$ cat config.mk
export PLATFORM = sky130hd
export DESIGN_NAME = trig_or_combiner
export DESIGN_NICKNAME = d
export VERILOG_FILES = /design/src/rtl/trig_or_pkg.sv /design/src/rtl/trig_or_ctrl.sv /design/src/rtl/trig_or_datapath.sv /design/src/rtl/trig_or_combiner.sv
export SDC_FILE = /design/constraint.sdc
export NUM_CORES = 1
export LEC_CHECK = 0
export BUFFER_PORTS_ARGS = -buffer_cell sky130_fd_sc_hd__buf_2
export CELL_PAD_IN_SITES_DETAIL_PLACEMENT = 0
export CELL_PAD_IN_SITES_GLOBAL_PLACEMENT = 1
export CORE_MARGIN = 3
export CORE_UTILIZATION = 40
export CTS_CLUSTER_DIAMETER = 30
export CTS_CLUSTER_SIZE = 20
export DETAILED_ROUTE_END_ITERATION = 7
export GPL_ROUTABILITY_DRIVEN = 0
export PLACE_DENSITY_LB_ADDON = 0.1
export RECOVER_POWER = 100
export SKIP_CTS_REPAIR_TIMING = 1
export SLEW_MARGIN = 20
export SYNTH_ARGS = -nofsm -noshare
export SYNTH_HDL_FRONTEND = slang
export SYNTH_SLANG_ARGS = --single-unit
$ cat constraint.sdc
create_clock -name clk -period 5.87 [get_ports clk]
set_clock_uncertainty 0.2 [all_clocks]
set_input_delay 0.2935 -clock clk [delete_from_list [all_inputs] [get_ports clk]]
set_output_delay 0.2935 -clock clk [all_outputs]
set_load 0.005 [all_outputs]
$ cat src/rtl/trig_or_pkg.sv
package trig_or_pkg;
  localparam int GROUP_W = 4;   // 16 groups of 4 words in the 64-word window
  localparam int OFFS_W  = 2;

  typedef struct packed {
    logic                wrEnable;
    logic                wrInvert;
    logic                rdAccess;
    logic [GROUP_W-1:0]  group;
    logic [OFFS_W-1:0]   offset;
  } cfgCmd_t;
endpackage

$ cat src/rtl/trig_or_ctrl.sv
module trig_or_ctrl
  import trig_or_pkg::*;
#(
  parameter int          ADDR_W    = 16,
  parameter int          NUM_OUT   = 4,
  parameter logic [15:0] BASE_ADDR = 16'hCF00
) (
  input  logic              clk,
  input  logic              rstN,
  input  logic [ADDR_W-1:0] busAddr,
  input  logic              busRdStrobe,
  input  logic              busWrStrobe,
  output cfgCmd_t           cmd,
  output logic              busAck
);
  localparam int WIN_LSB = GROUP_W + OFFS_W;

  logic inWindow;
  logic groupLive;
  logic [GROUP_W-1:0] groupSel;
  logic [OFFS_W-1:0]  offsetSel;

  assign inWindow  = (busAddr[ADDR_W-1:WIN_LSB] == BASE_ADDR[ADDR_W-1:WIN_LSB]);
  assign groupSel  = busAddr[WIN_LSB-1:OFFS_W];
  assign offsetSel = busAddr[OFFS_W-1:0];
  assign groupLive = (int'(groupSel) < NUM_OUT);

  always_comb begin
    cmd.group    = groupSel;
    cmd.offset   = offsetSel;
    cmd.rdAccess = busRdStrobe && inWindow;
    cmd.wrEnable = busWrStrobe && inWindow && groupLive && (offsetSel == 2'd0);
    cmd.wrInvert = busWrStrobe && inWindow && groupLive && (offsetSel == 2'd1);
  end

  always_ff @(posedge clk) begin
    if (!rstN) busAck <= 1'b0;
    else       busAck <= (busRdStrobe || busWrStrobe) && inWindow;
  end


  ack_follows_chk: assert property (@(posedge clk) disable iff (!rstN)
    ((busRdStrobe || busWrStrobe) && inWindow) |=> busAck);

  no_stray_ack_chk: assert property (@(posedge clk) disable iff (!rstN)
    (!(busRdStrobe || busWrStrobe) || !inWindow) |=> !busAck);
endmodule

$ cat src/rtl/trig_or_datapath.sv
module trig_or_datapath
  import trig_or_pkg::*;
#(
  parameter int NUM_IN  = 32,
  parameter int NUM_OUT = 4
) (
  input  logic               clk,
  input  logic               rstN,
  input  logic [NUM_IN-1:0]  trigIn,
  input  logic [NUM_IN-1:0]  busWrData,
  input  cfgCmd_t            cmd,
  output logic [NUM_IN-1:0]  busRdData,
  output logic [NUM_OUT-1:0] trigOut
);
  logic [NUM_IN-1:0] syncStage1, syncStage2;
  logic [NUM_IN-1:0] enMask  [NUM_OUT];
  logic [NUM_IN-1:0] invMask [NUM_OUT];
  logic [NUM_IN-1:0] rdMux;

  always_ff @(posedge clk) begin
    if (!rstN) begin
      syncStage1 <= '0;
      syncStage2 <= '0;
    end else begin
      syncStage1 <= trigIn;
      syncStage2 <= syncStage1;
    end
  end

  for (genvar n = 0; n < NUM_OUT; n++) begin : g_out
    always_ff @(posedge clk) begin
      if (!rstN) begin
        enMask[n]  <= '0;
        invMask[n] <= '0;
        trigOut[n] <= 1'b0;
      end else begin
        if (cmd.wrEnable && int'(cmd.group) == n) enMask[n]  <= busWrData;
        if (cmd.wrInvert && int'(cmd.group) == n) invMask[n] <= busWrData;
        trigOut[n] <= |(enMask[n] & (syncStage2 ^ invMask[n]));
      end
    end


    en_update_chk: assert property (@(posedge clk) disable iff (!rstN)
      (cmd.wrEnable && int'(cmd.group) == n) |=> (enMask[n] == $past(busWrData)));

    masked_low_chk: assert property (@(posedge clk) disable iff (!rstN)
      (enMask[n] == '0) |=> !trigOut[n]);
  end

  always_comb begin
    rdMux = '0;
    for (int n = 0; n < NUM_OUT; n++) begin
      if (int'(cmd.group) == n) begin
        if (cmd.offset == 2'd0) rdMux = enMask[n];
        else if (cmd.offset == 2'd1) rdMux = invMask[n];
      end
    end
  end

  always_ff @(posedge clk) begin
    if (!rstN)             busRdData <= '0;
    else if (cmd.rdAccess) busRdData <= rdMux;
    else                   busRdData <= '0;
  end


  reserved_zero_chk: assert property (@(posedge clk) disable iff (!rstN)
    (cmd.rdAccess && cmd.offset[1]) |=> (busRdData == '0));
endmodule

$ cat src/rtl/trig_or_combiner.sv
module trig_or_combiner
  import trig_or_pkg::*;
#(
  parameter int          NUM_IN    = 32,
  parameter int          NUM_OUT   = 4,
  parameter int          ADDR_W    = 16,
  parameter logic [15:0] BASE_ADDR = 16'hCF00
) (
  input  logic               clk,
  input  logic               rstN,
  input  logic [NUM_IN-1:0]  trigIn,
  input  logic [ADDR_W-1:0]  busAddr,
  input  logic [NUM_IN-1:0]  busWrData,
  input  logic               busRdStrobe,
  input  logic               busWrStrobe,
  output logic [NUM_IN-1:0]  busRdData,
  output logic               busAck,
  output logic [NUM_OUT-1:0] trigOut
);
  cfgCmd_t cmd;

  trig_or_ctrl #(.ADDR_W(ADDR_W), .NUM_OUT(NUM_OUT), .BASE_ADDR(BASE_ADDR)) u_ctrl (
    .clk(clk), .rstN(rstN), .busAddr(busAddr),
    .busRdStrobe(busRdStrobe), .busWrStrobe(busWrStrobe),
    .cmd(cmd), .busAck(busAck)
  );

  trig_or_datapath #(.NUM_IN(NUM_IN), .NUM_OUT(NUM_OUT)) u_dp (
    .clk(clk), .rstN(rstN), .trigIn(trigIn), .busWrData(busWrData),
    .cmd(cmd), .busRdData(busRdData), .trigOut(trigOut)
  );
endmodule

After elaboration in Yosys (flattened, before gate mapping):

Memory sizes are Yosys's and may differ from the RTL's.
Index checks and enable logic that the tools add are counted.
W data, S select, Z words.

* register bits: 101
* memories: 2
* input port bits: 84
* word-level logic and storage cells: 99
* output and inout bits: 37
* bits in writable memories: 256

Memories
* u_dp.enMask: depth 4, width 32, read ports 4, clocked after Yosys merged registers in 0, write ports 4, RTL line trig_or_datapath.sv:16 `logic [NUM_IN-1:0] enMask [NUM_OUT];`
* u_dp.invMask: depth 4, width 32, read ports 4, clocked after Yosys merged registers in 0, write ports 4, RTL line trig_or_datapath.sv:17 `logic [NUM_IN-1:0] invMask [NUM_OUT];`

* multiplexer cells: 45
* reductions and logical operators: 22
* magnitude comparators: 1
* equal/unequal tests: 5
* bitwise gates (word level): 16

Operator list (count)
* $mux W32: 20
* $and A32 B32 Y32: 4
* $reduce_or A32 Y1: 4
* $xor A32 B32 Y32: 4
* $mux W1: 25
* $logic_and A1 B1 Y1: 14
* $eq A10 B10 Y1 const B: 1
* $eq A4 B3 Y1 const B: 2
* $or A1 B1 Y1: 8
* $eq A4 B2 Y1 const B: 1
* $logic_not A4 Y1: 1
* $lt A4 B3 Y1 const B: 1
* $eq A2 B1 Y1 const B: 1
* $logic_not A2 Y1: 1
* $reduce_and A2 Y1: 1
* $logic_or A1 B1 Y1: 1

Longest topological paths before layout:

* word-level depth: 13
* mapped depth: 7
* depth with buffers taken out: 5

Cells and area by module:

A second synthesis with hierarchy kept.

* cells, all modules: 1144
* area total of the unflattened synthesis: 16005.4 um^2

Modules (own cells, without submodules)
* trig_or_datapath: sequential area each 9689.3 um^2, instances 1, cells an instance 1126, area each 15859.0 um^2
* trig_or_ctrl: sequential area each 20.0 um^2, instances 1, cells an instance 18, area each 146.4 um^2

Worst setup path before layout:

OpenSTA, ideal clock, no wires.

* path kind: input port to flip-flop
* from: input port busAddr[5]
* to: memory u_dp.enMask[0][0], enable pin
* data required time: 5.200 ns
* data arrival time: 3.598 ns
* library setup time: 0.470 ns
* stages on the path: 4
* slack: 1.602 ns
* path buffers: 0
* cells stage by stage: or3b_1 -> nor4_4 -> nand2_1 -> o31ai_1

RTL lines
* start, declared: RTL line trig_or_combiner.sv:12 `input logic [ADDR_W-1:0] busAddr,`
* end, declared: RTL line trig_or_datapath.sv:16

==> metrics <==
fmax=239 MHz; WP data required=6.10 ns; die area=0.0424 mm2; Syn Std Cell Area=0.0160 mm2; Port-buffer cells=120; Ports=121; share of post-route cells with drive strength above 1=0.191; vias per inst=5.23; status=complete, but fails checks; clk_lat worst skew=0.60 ns; Seq/Total Area, Yosys=0.608; internal power=6.07 mW; worst hold path class=in2reg; Setup Crit Path Kind=in2reg; Final Non-Filler Cells=2,004; largest net degree at the start of global routing=81; synth unique cells=40; TritonRoute pass-1 iters=5; Placed Cells incl. Taps=1,779; Core Region=0.0390 mm2; main combinational cell family by area after synthesis=simple AND/OR/NAND/NOR gates; first-pass GRT wire length=71,000 um; internal reg-to-reg setup slack=3.38 ns; number of DRC markers in iteration 0=871; Synth Area in Simple Gates=0.155; setup slack after layout=1.68 ns; Worst R2R Path Depth=5; DP Worst Slack=2.16 ns; failing checks=max-capacitance violations, max-slew violations; vias in the first global route=10,400; number of H-tree levels=3; number of cells on the worst hold path=4; switch share=0.225; unrepaired setup endpoints after global routing=no; Logic pwr share=0.057; Slew @ Worst Pin=3.47 ns; fill count=3,355; CTS Sinks=357; worst rel slew slack=-1.31; TritonCTS Buffers=84; post-synthesis average cell area=13.5 um2; fin nets=1,497; clock buffer depth=3; worst-path fanout max=32; initial antenna violation count=3; Synth Area in Adders=0; final core occ=0.527; peak supply drop=0.000231 V; DRC viols=0; Net Switching=1.77 mW; Hold Startpoint=busAddr[1]; die width=206 um; worst setup path start=busAddr[5]; post-DP HPWL=31,400 um; CTS tree=built; synthesized instance count=1,185; Period Utilization, post-route=0.714; # rows=72; ys async rst share=0; clock power share=0.571; Die H=206 um; DR vias=10,500; PwrDens=381 mW/mm2; top_reg_cell synth=edfxtp_1; DRT antenna net count=0; Mapped Nets=1,269; mux contribution to synthesized area=0.0923; compound-gate portion of the synthesized area=0.0588; initial core utilization=0.409; hold slack=0.115 ns; grt total ovfl=0; CTS root buf=clkbuf_16; final wirelength=49,300 um; Flop pwr share=0.371; EDFF count, synth=256; #FFs+latches synth=357; YS warnings=0; Setup TNS Final=0 ns; crit end category=flip-flop; Worst Setup Start Kind=primary input; Total GRT Usage=0.234; Clock transition at path regs=0.05 ns; Final Max Slew Viols=384; Arrival @ worst endpoint=4.42 ns; Final setup viols=0; Critical R2R Launch=u_dp.syncStage2[0]; Leak Pwr=7.86 nW; P&R area growth vs syn=28.7%; MaxCap Viol Count=12; crit path time final=4.19 ns; Avg WL per Cell=24.6 um; post-synthesis xor/xnor area fraction=0.0702; final hold vios=0
==> placed cells by master, fill, tap and decap left out, types with 32 or more instances in the layout <==
cell type and instances:
clkbuf_16 85, clkbuf_1 55, a22oi_1 32, dfxtp_1 101, dlygate4sd3_1 66, and2_0 155, mux2i_1 64, and2_1 166
edfxtp_1 256, nor2_1 40, xor2_1 128, buf_2 93
==> through the flow <==
stage	cell area, um2	power, mW
after global placement	17200	3.36
final	20600	7.84
after global routing	20600	8.10
after CTS	20000	7.87
after detailed placement	17200	3.37
after floorplan	16000	3.16
==> flip-flops by register name, summed over array words and instances (netlist names) <==
name	count
u_dp.invMask	128
u_dp.syncStage2	32
u_dp.syncStage1	32
u_dp.trigOut	4
u_dp.busRdData	32
u_ctrl.busAck	1
u_dp.enMask	128
==> layer usage <==
metal | track usage | part of all wire | vias up
li1 | - | - | 4792
met1 | 0.343 | 0.47 | 5298
met2 | 0.357 | 0.45 | 325
met3 | 0.0476 | 0.057 | 60
met4 | 0.0562 | 0.017 | 0
met5 | 0 | 0 | -
==> power by group through the flow <==
stage / combinational (mW) / clock (mW) / sequential [mW]
2_1_floorplan: 0.240 / 0 / 2.92
3_3_place_gp: 0.415 / 0 / 2.95
3_5_place_dp: 0.418 / 0 / 2.95
4_1_cts: 0.420 / 4.54 / 2.91
5_1_grt: 0.482 / 4.70 / 2.92
6_report: 0.448 / 4.48 / 2.91
==> synthesized netlist by cell type, drive strengths merged, types with 12 or more instances <==
master  instances  share of area
and2          321           0.13
edfxtp        256           0.48
xor2          128          0.070
dfxtp         101           0.13
mux2i          64          0.040
nor2           41         0.0098
clkbuf         38         0.0096
a22oi          32          0.015
mux4           31          0.044
buf            21         0.0060
o22ai          20         0.0078
a221oi         16         0.0088
a22o           16         0.0088
nand4          14         0.0055
mux2           12         0.0085
o21ai          12         0.0038
==> cell families (layout without fill, tap and decap cells) <==
| kind of cell | Yosys count | in the layout |
|---|---|---|
| compound gates | 124 | 124 |
| xor+xnor | 128 | 128 |
| buf+inv | 59 | 358 |
| flops | 357 | 357 |
| mux | 107 | 107 |
| other cells | 0 | 2 |
| simple gates | 410 | 410 |
==> path summary, 6_finish.rpt <==
kind | endpoint
max | u_dp.invMask[3][2]
min | u_dp.busRdData[30]
max reg2reg | u_dp.trigOut[2]
min reg2reg | u_dp.syncStage2[30]
==> critical path, stage by stage <==
cell and delay, ns:
clkbuf_1 0.13, or3b_1 0.39, nor4_1 0.75, nand2_1 0.20
nor2_1 2.32, and2_1 0.33
==> cell type report <==
| cell class | count | area [um2] | share of cell area |
|---|---|---|---|
| flip-flops and latches | 357 | 9710 | 0.472 |
| multi-input cells | 769 | 6100 | 0.297 |
| clock buffers | 113 | 2300 | 0.112 |
| repair buffers | 201 | 1310 | 0.0637 |
| well taps | 518 | 648 | 0.0315 |
| clock inverters | 44 | 482 | 0.0234 |
| diodes | 2 | 5.00 | 0.000243 |
No activity file was read; power rests on OpenSTA's default activity.
